--- src/rtl/mdio_pkg.sv ---
package mdio_pkg;
  localparam int REG_W = 32;
  localparam logic [1:0] OP_WRITE = 2'b01;
  localparam logic [1:0] OP_READ  = 2'b10;
  localparam int FIRE_BIT = 31;
  localparam int TYPE_BIT = 28;
  localparam int IDLE_BIT = 16;

  typedef enum logic [1:0] {S_IDLE, S_RUN, S_DRAIN} ctlState_t;

  typedef struct packed {
    logic load;
    logic shift;
    logic capture;
    logic finish;
  } ctlStrobe_t;
endpackage

--- src/rtl/mdio_ctl.sv ---
module mdio_ctl
  import mdio_pkg::*;
#(
  parameter int PRE_LEN = 32,
  parameter int DIV_W = 8,
  parameter int LAT_W = 3
) (
  input  logic             clk,
  input  logic             rstN,
  input  logic             cmdWr,
  input  logic [REG_W-1:0] cmdWord,
  input  logic [DIV_W-1:0] thr,
  input  logic             edgeSel,
  input  logic [LAT_W-1:0] latch,
  output ctlStrobe_t       strb,
  output logic             busy,
  output logic             mdc,
  output logic             mdioOe
);
  localparam int FRAME_LEN = PRE_LEN + 32;
  localparam int CNT_W = $clog2(FRAME_LEN);
  localparam logic [CNT_W-1:0] TA_START = CNT_W'(PRE_LEN + 14);
  localparam logic [CNT_W-1:0] DATA_START = CNT_W'(PRE_LEN + 16);
  localparam logic [CNT_W-1:0] LAST_BIT = CNT_W'(FRAME_LEN - 1);

  ctlState_t state;
  logic [DIV_W-1:0] divCnt;
  logic [CNT_W-1:0] bitCnt;
  logic [LAT_W-1:0] dly;
  logic mdcQ, isRead, pend;

  logic [DIV_W-1:0] thrEff;
  logic [1:0] cmdOp;
  logic accept, tick, fallTick, edgeHit;

  assign cmdOp = cmdWord[27:26];
  assign thrEff = (thr == '0) ? DIV_W'(1) : thr;
  assign accept = cmdWr && (state == S_IDLE) && cmdWord[FIRE_BIT] && cmdWord[TYPE_BIT]
                  && ((cmdOp == OP_WRITE) || (cmdOp == OP_READ));
  assign tick = (state == S_RUN) && (divCnt >= thrEff);
  assign fallTick = tick && mdcQ;
  assign edgeHit = tick && (mdcQ == edgeSel) && isRead && (bitCnt >= DATA_START);

  always_ff @(posedge clk) begin
    if (!rstN) begin
      state <= S_IDLE;
      divCnt <= '0;
      bitCnt <= '0;
      mdcQ <= 1'b0;
      isRead <= 1'b0;
      pend <= 1'b0;
      dly <= '0;
    end else begin
      case (state)
        S_IDLE: if (accept) begin
          state <= S_RUN;
          divCnt <= '0;
          bitCnt <= '0;
          mdcQ <= 1'b0;
          isRead <= (cmdOp == OP_READ);
        end
        S_RUN: begin
          if (tick) begin
            divCnt <= '0;
            mdcQ <= ~mdcQ;
            if (mdcQ) begin
              if (bitCnt == LAST_BIT) state <= S_DRAIN;
              else bitCnt <= bitCnt + 1'b1;
            end
          end else begin
            divCnt <= divCnt + 1'b1;
          end
        end
        S_DRAIN: if (!pend) state <= S_IDLE;
        default: state <= S_IDLE;
      endcase
      if (edgeHit && (latch != '0)) begin
        pend <= 1'b1;
        dly <= latch - 1'b1;
      end else if (pend) begin
        if (dly == '0) pend <= 1'b0;
        else dly <= dly - 1'b1;
      end
    end
  end

  always_comb begin
    strb.load = accept;
    strb.shift = fallTick && (bitCnt != LAST_BIT);
    strb.capture = (edgeHit && (latch == '0)) || (pend && (dly == '0));
    strb.finish = (state == S_DRAIN) && !pend;
  end

  assign busy = (state != S_IDLE);
  assign mdc = mdcQ;
  assign mdioOe = (state == S_RUN) && !(isRead && (bitCnt >= TA_START));


  mdc_idle_low_chk: assert property (@(posedge clk) disable iff (!rstN)
    $rose(mdc) |-> busy);


  capture_released_chk: assert property (@(posedge clk) disable iff (!rstN)
    strb.capture |-> !mdioOe);
endmodule

--- src/rtl/mdio_dp.sv ---
module mdio_dp
  import mdio_pkg::*;
#(
  parameter int PRE_LEN = 32,
  parameter int DIV_W = 8,
  parameter int LAT_W = 3,
  parameter int ADDR_W = 3
) (
  input  logic              clk,
  input  logic              rstN,
  input  logic              regWr,
  input  logic [ADDR_W-1:0] regAddr,
  input  logic [REG_W-1:0]  regWdata,
  output logic [REG_W-1:0]  regRdata,
  input  ctlStrobe_t        strb,
  input  logic              busy,
  input  logic              mdioIn,
  output logic              mdioOut,
  output logic              cmdWr,
  output logic [DIV_W-1:0]  thr,
  output logic              edgeSel,
  output logic [LAT_W-1:0]  latch
);
  localparam int FRAME_LEN = PRE_LEN + 32;
  localparam logic [ADDR_W-1:0] CMD_OFS = ADDR_W'(0);
  localparam logic [ADDR_W-1:0] STAT_OFS = ADDR_W'(4);

  logic [28:0] cmdReg;
  logic [FRAME_LEN-1:0] txShift;
  logic [15:0] rxShift, rdHold;
  logic cfgWr;

  assign cmdWr = regWr && (regAddr == CMD_OFS);
  assign cfgWr = regWr && (regAddr == STAT_OFS);

  always_ff @(posedge clk) begin
    if (!rstN) begin
      cmdReg <= '0;
      txShift <= '1;
      rxShift <= '0;
      rdHold <= '0;
      thr <= '0;
      edgeSel <= 1'b0;
      latch <= '0;
    end else begin
      if (cfgWr) begin
        thr <= regWdata[31 -: DIV_W];
        edgeSel <= regWdata[23];
        latch <= regWdata[20 +: LAT_W];
      end
      if (strb.load) begin
        cmdReg <= regWdata[28:0];
        txShift <= {{PRE_LEN{1'b1}}, 2'b01, regWdata[27:16], 2'b10, regWdata[15:0]};
      end else if (strb.shift) begin
        txShift <= {txShift[FRAME_LEN-2:0], 1'b1};
      end
      if (strb.capture) rxShift <= {rxShift[14:0], mdioIn};
      if (strb.finish && (cmdReg[27:26] == OP_READ)) rdHold <= rxShift;
    end
  end

  assign mdioOut = busy ? txShift[FRAME_LEN-1] : 1'b1;

  always_comb begin
    regRdata = '0;
    if (regAddr == CMD_OFS) begin
      regRdata = {busy, 2'b00, cmdReg};
    end else if (regAddr == STAT_OFS) begin
      regRdata[31 -: DIV_W] = thr;
      regRdata[23] = edgeSel;
      regRdata[20 +: LAT_W] = latch;
      regRdata[IDLE_BIT] = !busy;
      regRdata[15:0] = rdHold;
    end
  end


  cmd_hold_chk: assert property (@(posedge clk) disable iff (!rstN)
    busy |=> $stable(cmdReg));


  load_legal_chk: assert property (@(posedge clk) disable iff (!rstN)
    strb.load |-> (cmdWr && regWdata[FIRE_BIT] && regWdata[TYPE_BIT]));


  strobe_excl_chk: assert property (@(posedge clk) disable iff (!rstN)
    $onehot0({strb.load, strb.shift, strb.finish}));


  rd_hold_chk: assert property (@(posedge clk) disable iff (!rstN)
    (strb.finish && (cmdReg[27:26] == OP_WRITE)) |=> $stable(rdHold));
endmodule

--- src/rtl/mdio_master.sv ---
module mdio_master
  import mdio_pkg::*;
#(
  parameter int PRE_LEN = 32,
  parameter int DIV_W = 8,
  parameter int LAT_W = 3,
  parameter int ADDR_W = 3
) (
  input  logic              clk,
  input  logic              rstN,
  input  logic              regWr,
  input  logic [ADDR_W-1:0] regAddr,
  input  logic [31:0]       regWdata,
  output logic [31:0]       regRdata,
  output logic              mdc,
  output logic              mdioOut,
  output logic              mdioOe,
  input  logic              mdioIn
);
  ctlStrobe_t strb;
  logic busy, cmdWr, edgeSel;
  logic [DIV_W-1:0] thr;
  logic [LAT_W-1:0] latch;

  mdio_ctl #(.PRE_LEN(PRE_LEN), .DIV_W(DIV_W), .LAT_W(LAT_W)) u_ctl (
    .clk(clk), .rstN(rstN), .cmdWr(cmdWr), .cmdWord(regWdata),
    .thr(thr), .edgeSel(edgeSel), .latch(latch),
    .strb(strb), .busy(busy), .mdc(mdc), .mdioOe(mdioOe)
  );

  mdio_dp #(.PRE_LEN(PRE_LEN), .DIV_W(DIV_W), .LAT_W(LAT_W), .ADDR_W(ADDR_W)) u_dp (
    .clk(clk), .rstN(rstN), .regWr(regWr), .regAddr(regAddr),
    .regWdata(regWdata), .regRdata(regRdata), .strb(strb), .busy(busy),
    .mdioIn(mdioIn), .mdioOut(mdioOut), .cmdWr(cmdWr),
    .thr(thr), .edgeSel(edgeSel), .latch(latch)
  );
endmodule

--- config.mk ---
export PLATFORM = sky130hd
export DESIGN_NAME = mdio_master
export DESIGN_NICKNAME = d
export VERILOG_FILES = /design/src/rtl/mdio_pkg.sv /design/src/rtl/mdio_ctl.sv /design/src/rtl/mdio_dp.sv /design/src/rtl/mdio_master.sv
export SDC_FILE = /design/constraint.sdc
export NUM_CORES = 1
export LEC_CHECK = 0
export BUFFER_PORTS_ARGS = -buffer_cell sky130_fd_sc_hd__buf_2
export CORE_ASPECT_RATIO = 1.5
export CORE_MARGIN = 10
export CORE_UTILIZATION = 35
export CTS_BUF_LIST = sky130_fd_sc_hd__clkbuf_8
export DETAILED_ROUTE_END_ITERATION = 16
export GPL_TIMING_DRIVEN = 0
export HOLD_SLACK_MARGIN = 0.05
export SLEW_MARGIN = 20
export SYNTH_ARGS = -nofsm -noshare
export SYNTH_HDL_FRONTEND = slang
export SYNTH_SLANG_ARGS = --single-unit
--- constraint.sdc ---
create_clock -name clk -period 3.5 [get_ports clk]
set_input_delay 0.175 -clock clk [delete_from_list [all_inputs] [get_ports clk]]
set_output_delay 0.175 -clock clk [all_outputs]
set_load 0.05 [all_outputs]
; Yosys cells after proc, flatten, opt, wreduce, memory -nomap -nowiden
; Cells that the tools add are included.
[op_classes]
n_lt_le_gt_ge = 3
n_reduce_logical = 41
n_addsub = 4
bitwise = 2
mux = 32
eq_ne = 16
[op_table]
columns = cell, n
row1 = $mux 32, 2
row2 = $mux 17, 2
row3 = $mux 12, 2
row4 = $mux 6, 4
row5 = $mux 8, 3
row6 = $logic_and 1x1->1, 19
row7 = $pmux 8 s2, 1
row8 = $ge 6x6->1 const B, 2
row9 = $mux 3, 4
row10 = $pmux 6 s2, 1
row11 = $mux 2, 5
row12 = $reduce_and 5->1, 2
row13 = $logic_not 3->1, 3
row14 = $add 8x1->8 const B, 1
row15 = $ge 8x8->1, 1
row16 = $logic_not 8->1, 1
row17 = $ne 2x1->1 const B, 4
row18 = $reduce_bool 2->1, 4
row19 = $add 6x1->6 const B, 1
row20 = $eq 2x2->1 const B, 3
row21 = $eq 6x6->1 const B, 1
row22 = $mux 1, 6
row23 = $ne 2x2->1 const B, 3
row24 = $ne 6x6->1 const B, 1
row25 = 14 further kinds, 22
[totals]
reg_bits = 159
word_cells = 113

; Depth between registers and ports, before layout
; Gate-level depths: netlist of run 1.
[logic_depth]
depth_word = 10
ltp_mapped = 15

; Modules after synthesis
; From an unflattened synthesis of run 1, not the netlist that was laid out.
[hier_totals]
cells_unflattened = 724
area_unflattened_um2 = 7153.1
[modules_own_cells]
columns = module, n_inst, seq_area_each_um2, area_each_um2, cells_per_inst
row1 = mdio_dp, 1, 2742.6, 5715.5, 553
row2 = mdio_ctl, 1, 440.4, 1437.6, 171

; Worst setup path after synthesis of run 1
; No wires, ideal clock.
[synth_timing]
kind = register to register
startpoint = register u_dp.thr[4]
endpoint = register u_ctl.dly[2]
setup_time_ns = 0.091
period_less_slack_ns = 3.060
path_buffers = 1
t_arrival_ns = 2.969
path_stages_with_launch = 16
setup_slack_ns = 0.440
cell_sequence = dfxtp_1 -> nor4_1 -> a41o_1 -> ha_1 -> nand2b_1 -> a2111oi_4 -> nor3_2 -> buf_4 -> o22ai_1 -> a22oi_1 -> ha_1 -> nand3_1 -> o31ai_1 -> a221oi_1 -> a21oi_1 -> a311oi_1
[synth_via]
elab_chain_len = 10
[synth_lines]
columns = element, line_no
row1 = start: declaration, mdio_dp.sv:20  ; output logic [DIV_W-1:0] thr,
row2 = start signal: assignment, mdio_dp.sv:47  ; thr <= regWdata[31 -: DIV_W];
row3 = $logic_not 8->1, mdio_ctl.sv:37  ; assign thrEff = (thr == '0) ? DIV_W'(1) : thr;
row4 = $mux 8 (*), mdio_ctl.sv:37
row5 = $ge 8x8->1 (*), mdio_ctl.sv:40  ; assign tick = (state == S_RUN) && (divCnt >= thrEff);
row6 = $logic_and 1x1->1 (*), mdio_ctl.sv:40
row7 = $logic_and 1x1->1 (*) (3 in a row), mdio_ctl.sv:42  ; assign edgeHit = tick && (mdcQ == edgeSel) && isRead && (bitCnt >= DATA_START);
row8 = $logic_and 1x1->1 (*), mdio_ctl.sv:77  ; if (edgeHit && (latch != '0)) begin
row9 = $ne 2x1->1 (no line) / $reduce_bool 2->1 (equally long branches), n/a
row10 = $reduce_and 2->1 (no line), n/a
row11 = end signal: assignment, mdio_ctl.sv:79  ; dly <= latch - 1'b1;
row12 = end signal: assignment, mdio_ctl.sv:82  ; else dly <= dly - 1'b1;
row13 = end: declaration, mdio_ctl.sv:29  ; logic [LAT_W-1:0] dly;
; Every way passes the cells marked *; elsewhere a longest branch is shown, timed or not.
; A chain may end at the register's enable or synchronous reset.

; Worst setup path in the final report of run 1
[layout_timing]
startpoint = register u_dp.thr[7]
endpoint = register u_ctl.dly[2]
; The elaborated chain is that of the path after synthesis.

==> results of run 1 <==
[cell usage after synthesis, types with 5 or more instances]
library cell                 n  area, sq um
sky130_fd_sc_hd__inv_1      11         41.3
sky130_fd_sc_hd__nand4_1     5         31.3
sky130_fd_sc_hd__clkbuf_1   60          225
sky130_fd_sc_hd__and2_1      7         43.8
sky130_fd_sc_hd__nor3_1     51          255
sky130_fd_sc_hd__o31ai_1     5         37.5
sky130_fd_sc_hd__o21ai_0    20          100
sky130_fd_sc_hd__a21oi_1    57          285
sky130_fd_sc_hd__ha_1       12          150
sky130_fd_sc_hd__or4_1      21          158
sky130_fd_sc_hd__mux2i_1    50          500
sky130_fd_sc_hd__a22o_1     26          228
sky130_fd_sc_hd__a31oi_1    20          125
sky130_fd_sc_hd__buf_2      11         55.1
sky130_fd_sc_hd__dfxtp_1   159         3180
sky130_fd_sc_hd__nor2_1     74          278
sky130_fd_sc_hd__nand2_1   168          631
sky130_fd_sc_hd__a22oi_1     5         37.5
sky130_fd_sc_hd__nand3_1    30          150
sky130_fd_sc_hd__a211o_1    28          245
[routing by layer]
layer	GRT usage [%]	part of all wire, %
met5	0	0.060
met4	7.36	3.1
met3	3.44	5.1
met2	27.1	49
met1	19.1	43
[placed cells by master (no fill, tap or decap), types with 11 or more instances in the layout]
cell type                       synthesis  layout
sky130_fd_sc_hd__nor3_1                51      51
sky130_fd_sc_hd__nor2_1                74      74
sky130_fd_sc_hd__o21ai_0               20      20
sky130_fd_sc_hd__a31oi_1               20      20
sky130_fd_sc_hd__a22o_1                26      26
sky130_fd_sc_hd__a211o_1               28      28
sky130_fd_sc_hd__nand2_1              168     167
sky130_fd_sc_hd__mux2i_1               50      50
sky130_fd_sc_hd__inv_1                 11      11
sky130_fd_sc_hd__clkbuf_1              60      60
sky130_fd_sc_hd__a21oi_1               57      57
sky130_fd_sc_hd__dfxtp_1              159     157
sky130_fd_sc_hd__ha_1                  12      11
sky130_fd_sc_hd__or4_1                 21      21
sky130_fd_sc_hd__clkbuf_8               0      17
sky130_fd_sc_hd__buf_2                 11      83
sky130_fd_sc_hd__nand3_1               30      30
sky130_fd_sc_hd__dlygate4sd3_1          0      33
[critical path, cell delays in order, from the launching register on]
cell and delay, ns:
sky130_fd_sc_hd__dfxtp_2 0.36, sky130_fd_sc_hd__nor4_4 0.29, sky130_fd_sc_hd__a41o_1 0.21, sky130_fd_sc_hd__ha_1 0.21, sky130_fd_sc_hd__nand2b_1 0.18, sky130_fd_sc_hd__a2111oi_4 0.34, sky130_fd_sc_hd__buf_4 0.19, sky130_fd_sc_hd__nor3_4 0.07
sky130_fd_sc_hd__buf_4 0.20, sky130_fd_sc_hd__o22ai_1 0.14, sky130_fd_sc_hd__a22oi_2 0.07, sky130_fd_sc_hd__ha_2 0.22, sky130_fd_sc_hd__nand3_1 0.08, sky130_fd_sc_hd__o31ai_1 0.07, sky130_fd_sc_hd__a221oi_1 0.28, sky130_fd_sc_hd__a21oi_1 0.07
sky130_fd_sc_hd__a311oi_1 0.19
[registers in the layout, indices dropped and copies added (netlist names)]
signal / count
u_ctl.isRead: 1
u_dp.rxShift: 16
u_ctl.bitCnt: 6
u_dp.cmdReg: 29
u_ctl.divCnt: 8
u_dp.latch: 3
u_dp.rdHold: 16
u_ctl.mdc: 1
u_dp.edgeSel: 1
u_ctl.pend: 1
u_dp.thr: 8
u_dp.txShift: 64
u_ctl.dly: 3
u_ctl.state: 2
[per-stage QoR]
stage	instances	area, sq um
finish	1286	8770
detailed placement	1219	7980
global route	1286	8770
global placement	1219	7980
floorplan	883	7280
CTS	1285	8730
[cells by family (layout without fill, tap and decap cells)]
group                    count (synthesis)  in the layout  synth area share (%)
AO/OA/AOI/OAI                          190            190                  18.2
AND/OR/NAND/NOR                        383            383                  24.0
flip-flops                             159            159                  43.7
multiplexers                            50             50                  6.87
adder cells (fa/ha/maj)                 12             12                  2.06
buffers and inverters                   87            226                  4.88
XOR/XNOR                                 2              2                 0.241
[area by class of cell]
class	instances	area [sq um]
fill	2098	11600
multi-input combinational	637	3790
sequential	159	3190
timing repair buffer	107	706
tap	264	330
buffer	75	310
clock buffer	17	234
clock inverter	15	175
inverter	12	45.0
[path summary, 6_finish.rpt]
check | from | endpoint | slack [ns] | cells after the start
worst max-delay path | u_dp.thr[7] | u_ctl.dly[2] | 0.24 | 16
worst min register to register | u_dp.cmdReg[18] | u_dp.cmdReg[18] | 0.45 | 2
worst max register to register | u_dp.thr[7] | u_ctl.dly[2] | 0.24 | 16
worst min-delay path | regWr | u_dp.thr[0] | 0.13 | 4
[what timing repair did]
| item | CTS | global route |
|---|---|---|
| pin swaps | 1 | 5 |
| endpoints found under the setup margin | 1 | 1 |
| endpoints found under the hold margin | 58 | 0 |
| hold buffers | 33 | 0 |
| buffers inserted | 1 | 1 |
| resized for setup | 2 | 8 |
[power by group through the flow]
stage	clock (mW)	sequential (mW)	combinational [mW]
finish	1.42	1.82	0.262
global route	1.51	1.82	0.287
CTS	1.45	1.82	0.256
detailed placement	0	1.86	0.221
global placement	0	1.86	0.221
floorplan	0	1.86	0.133
==> flow_summary_export.csv, run 1 <==
group,metric,value,unit
run_status,result_of_the_run,"finished, final reports clean",
layout,layout-drive-gt1-share,14.0,%
layout,nNetsFinal,1060,
logic_synthesis,synth_enable_flop_cells,0,
clocking,clk_transition_reported_paths,0.10,ns
global_routing,grt_usage,16.2,%
drt,dr_total_vias,6817,
power,power-per-cell-area,399,mW/mm^2
sta,finalWorstSetupSlack,0.243,ns
floorplan,floorplan.io_pins,74,
floorplan,fp-row-count,64,
min_path,class_of_the_most_critical_hold_timing_path,"primary input to register",
sta,finalMaxSlewViolations,0,
worst_setup_path,critical_path.endpoint_type,"register",
logic_synthesis,yosys_cell_types,56,
place,dp_hpwl,16100,um
global_routing,via_count_of_the_first_global_routing_pass,6760,
clocking,clock_tree_from_tritoncts,"built",
clocking,cts_buffers,17,
logic_synthesis,yosys_warnings,0,
power,cell_int_power,2.56,mW
logic_synthesis,seq_area_frac_synth,43.7,%
sta,worst_slew_pin_slew,1.05,ns
worst_setup_path,critPathArrivalTime,3.64,ns
worst_setup_path,worstPathRequired,3.88,ns
sta,layout_worst_path_cycle_share,93.1,%
layout,antenna_cells,0,
floorplan,floorplan.initialDensity,35.7,%
sta,max_slew_margin,29.5,%
flow_run,cap_violations,0,
clocking,clk-insertion-delay-late,0.46,ns
power,p_total,3.50,mW
clocking,ctsRootBufferMaster,"sky130_fd_sc_hd__clkbuf_8",
floorplan,fp.dieH,197,um
clocking,number_of_buffers_between_clock_root_and_the_deepest_sink,2,
sta,fmaxAchievable,0.307,GHz
sta,setup-violations-final,0,
global_routing,first_pass_grt_wire_length,35100,um
logic_synthesis,synth_cells,883,
logic_synthesis,synth.cell_area,0.00728,sq mm
drt,detail_route.iter0.violations,375,
worst_setup_path,worst_setup_path_start_kind,"register",
power,vdd.ir_drop.worst,284,uV
place,port_buffers,72,
floorplan,width_of_the_chip,138,um
layout,flow.area_growth_from_synthesis,20.5,%
sta,timing.final.hold_violations,0,
drt,remaining_drc_errors,0,
clocking,ctsHtreeMaxLevel,4,
power,switching_share,27.0,%
sta,holdWs,0.128,ns
power,clockPowerShare,40.6,%
logic_synthesis,async_flop_share,0,%
power,p_seq_share,51.9,%
sta,setup_total_negative_slack,0,ns
global_routing,initial_antenna_violation_count,1,
floorplan,core_area,0.0204,sq mm
global_routing,pin_count_of_the_biggest_net_entering_global_routing,17,
layout,fin_util,43.0,%
power,combinationalPowerShare,7.5,%
power,leakage,3.11,nW
sta,timing.final.crit_period,3.26,ns
worst_setup_path,crit_type,"register to register",
logic_synthesis,syn-mean-instance-area,8.25,sq um
sta,clock-skew-final,0.0148,ns
floorplan,die_area,0.0271,sq mm
drt,total_routed_wirelength,21600,um
power,p_switching,0.945,mW
drt,vias_per_cell,5.30,
clocking,clock_sinks,159,
drt,wl_per_cell,16.8,um
place,routability_congestion_estimate,0.850,
drt,final_antenna_net_count,0,
drt,firstDrtPassIters,5,
worst_setup_path,critical_path.max_fanout,10,
place,preCtsSetupSlack,-0.130,ns
global_routing,global_route.overflow_total,0,
logic_synthesis,synth.ff_latch_count,159,
logic_synthesis,synth_fp_nets,934,
logic_synthesis,synth_top_flop_cell,"sky130_fd_sc_hd__dfxtp_1",
Power figures use the tool's default switching activity.
==> run 2, diff against run 1 <==
--- a/config.mk
+++ b/config.mk
@@ -13,6 +13,7 @@
 export DETAILED_ROUTE_END_ITERATION = 16
 export GPL_TIMING_DRIVEN = 0
 export HOLD_SLACK_MARGIN = 0.05
+export SETUP_SLACK_MARGIN = 0.5
 export SLEW_MARGIN = 20
 export SYNTH_ARGS = -nofsm -noshare
 export SYNTH_HDL_FRONTEND = slang
==> run 2 against run 1 <==
Against the previous run: worst hold slack lost 0.028 ns; via count grew 0.15%; clock skew grew 0.0037 ns; cell area grew 0.90%; cell count grew 0.39%; register-to-register slack gained 0.19 ns; critical path depth is the same; utilization grew 0.39 points; global-route usage shrank 0.15 points; largest cell class unchanged; largest power group unchanged.
==> flow_summary_export.csv, run 2 (synthesis results as in run 1) <==
group,metric,value,unit
clocking,clk-insertion-delay-late,0.47,ns
worst_setup_path,crit_type,"register to register",
place,dp_hpwl,16000,um
layout,multi_input_comb_area,0.00385,sq mm
clocking,clk_transition_reported_paths,0.10,ns
place,numPlacedInstances,1219,
power,p_seq_share,53.8,%
layout,regMostFlops,"u_dp.txShift",
power,clockPowerShare,37.9,%
global_routing,first_pass_grt_wire_length,34800,um
place,port_buffers,72,
place,routability_congestion_estimate,0.853,
floorplan,fp.dieH,197,um
sta,setup_total_negative_slack,0,ns
layout,fill_cells,2080,
sta,finalMaxSlewViolations,0,
power,cell_int_power,2.47,mW
worst_setup_path,reg2reg_from,"u_dp.thr[7]",
sta,clock-skew-final,0.0186,ns
global_routing,grt_usage,16.0,%
power,combinationalPowerShare,8.3,%
clocking,number_of_buffers_between_clock_root_and_the_deepest_sink,2,
clocking,clock_tree_from_tritoncts,"built",
clocking,clock_sinks,159,
floorplan,floorplan.initialDensity,35.7,%
place,placement.cell_area,0.00798,sq mm
clocking,ctsRootBufferMaster,"sky130_fd_sc_hd__clkbuf_8",
sta,layout_worst_path_cycle_share,87.7,%
drt,wl_per_cell,16.9,um
worst_setup_path,critical_path_startpoint,"u_dp.thr[7]",
floorplan,floorplan.io_pins,74,
sta,timing.final.hold_violations,0,
global_routing,via_count_of_the_first_global_routing_pass,6769,
sta,setup-violations-final,0,
layout,layout-drive-gt1-share,15.4,%
power,p_switching,0.905,mW
drt,remaining_drc_errors,0,
drt,dr_total_vias,6827,
worst_setup_path,worstPathRequired,3.89,ns
global_routing,pin_count_of_the_biggest_net_entering_global_routing,17,
worst_setup_path,critical_path.endpoint_type,"register",
sta,finalWorstSetupSlack,0.430,ns
layout,max_reg_flops,64,
layout,biggestRegsByFlops,"u_dp.txShift: 64 flops, u_dp.cmdReg: 29 flops",
drt,total_routed_wirelength,21800,um
layout,nNetsFinal,1064,
floorplan,die_area,0.0271,sq mm
layout,final_area,0.00885,sq mm
worst_setup_path,worst_setup_path_start_kind,"register",
sta,holdWs,0.100,ns
worst_setup_path,critPathArrivalTime,3.46,ns
flow_run,cap_violations,0,
power,switching_share,26.8,%
sta,timing.final.crit_period,3.07,ns
sta,max_slew_margin,31.1,%
layout,total_area_of_sequential_cells,0.00318,sq mm
drt,detail_route.iter0.violations,442,
min_path,hold_path_startpoint,"regWr",
worst_setup_path,critical_path.max_fanout,4,
min_path,class_of_the_most_critical_hold_timing_path,"primary input to register",
drt,final_antenna_net_count,0,
clocking,ctsHtreeMaxLevel,4,
power,leakage,3.15,nW
power,power-per-cell-area,382,mW/mm^2
layout,final-instance-count-excl-fill,1291,
sta,worst_slew_pin_slew,1.02,ns
global_routing,initial_antenna_violation_count,2,
sta,fmaxAchievable,0.326,GHz
run_status,result_of_the_run,"finished, final reports clean",
drt,firstDrtPassIters,5,
layout,layout.cells.most_common_list,"sky130_fd_sc_hd__nand2_1 (167), sky130_fd_sc_hd__dfxtp_1 (158), sky130_fd_sc_hd__buf_2 (80), sky130_fd_sc_hd__nor2_1 (73), sky130_fd_sc_hd__a21oi_1 (57)",
global_routing,global_route.overflow_total,0,
floorplan,width_of_the_chip,138,um
floorplan,core_area,0.0204,sq mm
clocking,cts_buffers,17,
layout,most_common_library_cell_in_the_layout_ignoring_fill_and_taps,"sky130_fd_sc_hd__nand2_1",
floorplan,fp-row-count,64,
drt,vias_per_cell,5.29,
layout,flow.area_growth_from_synthesis,21.5,%
sta,rsz0062_at_grt,"yes",
power,vdd.ir_drop.worst,229,uV
place,preCtsSetupSlack,0.112,ns
run 2: cell count changes in the layout (fill, tap and decap cells not counted), sizes merged:
cell      change
diode         +2
clkbuf        -2
inv           -1
clkinvlp      +1
buf           +6
bufinv        -1
run 2: cell type report:
cell class | count | area share (%)
timing repair buffer | 111 | 8.31
multi-input combinational | 637 | 43.5
clock buffer | 17 | 2.64
tap | 264 | 3.73
antenna | 2 | 0.0565
inverter | 12 | 0.509
sequential | 159 | 36.0
clock inverter | 14 | 1.37
buffer | 75 | 3.93
run 2: routing by layer:
metal / up-vias / share of wire [%] / track usage, %
li1: 3418 / - / -
met1: 3179 / 42 / 18.6
met2: 182 / 50 / 27.4
met3: 48 / 5.3 / 3.56
met4: 0 / 2.8 / 6.74
met5: - / 0 / 0
run 2: worst paths after layout:
path | depth (start not counted) | end | slack (ns)
worst max-delay path | 16 | u_ctl.dly[2] | 0.43
worst min-delay path | 4 | u_dp.thr[1] | 0.10
worst max register to register | 16 | u_ctl.dly[2] | 0.43
worst min register to register | 2 | u_dp.cmdReg[6] | 0.46
run 2: power groups by stage:
| stage | logic (mW) | registers, mW | clock network, mW |
|---|---|---|---|
| finish | 0.281 | 1.82 | 1.28 |
| global route | 0.303 | 1.82 | 1.39 |
| CTS | 0.271 | 1.82 | 1.31 |
| detailed placement | 0.221 | 1.86 | 0 |
| global placement | 0.222 | 1.86 | 0 |
| floorplan | 0.133 | 1.86 | 0 |
run 2: what timing repair did:
item                                    CTS  global route
hold buffers                             33             0
hold endpoints to repair                 57             0
endpoints found under the setup margin   29            80
pin swaps                                12             0
buffers inserted                          6             0
resized for setup                        22            23
run 2: metrics by stage:
step                util, %  power (mW)
floorplan                 -        1.99
global placement       39.1        2.08
detailed placement     39.1        2.08
CTS                    43.2        3.40
global route           43.4        3.51
finish                 43.4        3.38
run 2: worst max-delay path, stage by stage (launching register included):
cell and delay [ns]:
sky130_fd_sc_hd__dfxtp_2 0.35, sky130_fd_sc_hd__nor4_2 0.29, sky130_fd_sc_hd__a41o_1 0.21, sky130_fd_sc_hd__ha_1 0.23, sky130_fd_sc_hd__nand2b_4 0.15, sky130_fd_sc_hd__a2111oi_4 0.37, sky130_fd_sc_hd__buf_4 0.19, sky130_fd_sc_hd__nor3_4 0.04
sky130_fd_sc_hd__buf_6 0.13, sky130_fd_sc_hd__o22ai_4 0.10, sky130_fd_sc_hd__a22oi_2 0.09, sky130_fd_sc_hd__ha_4 0.20, sky130_fd_sc_hd__nand3_2 0.07, sky130_fd_sc_hd__o31ai_2 0.07, sky130_fd_sc_hd__a221oi_2 0.24, sky130_fd_sc_hd__a21oi_1 0.07
sky130_fd_sc_hd__a311oi_1 0.18
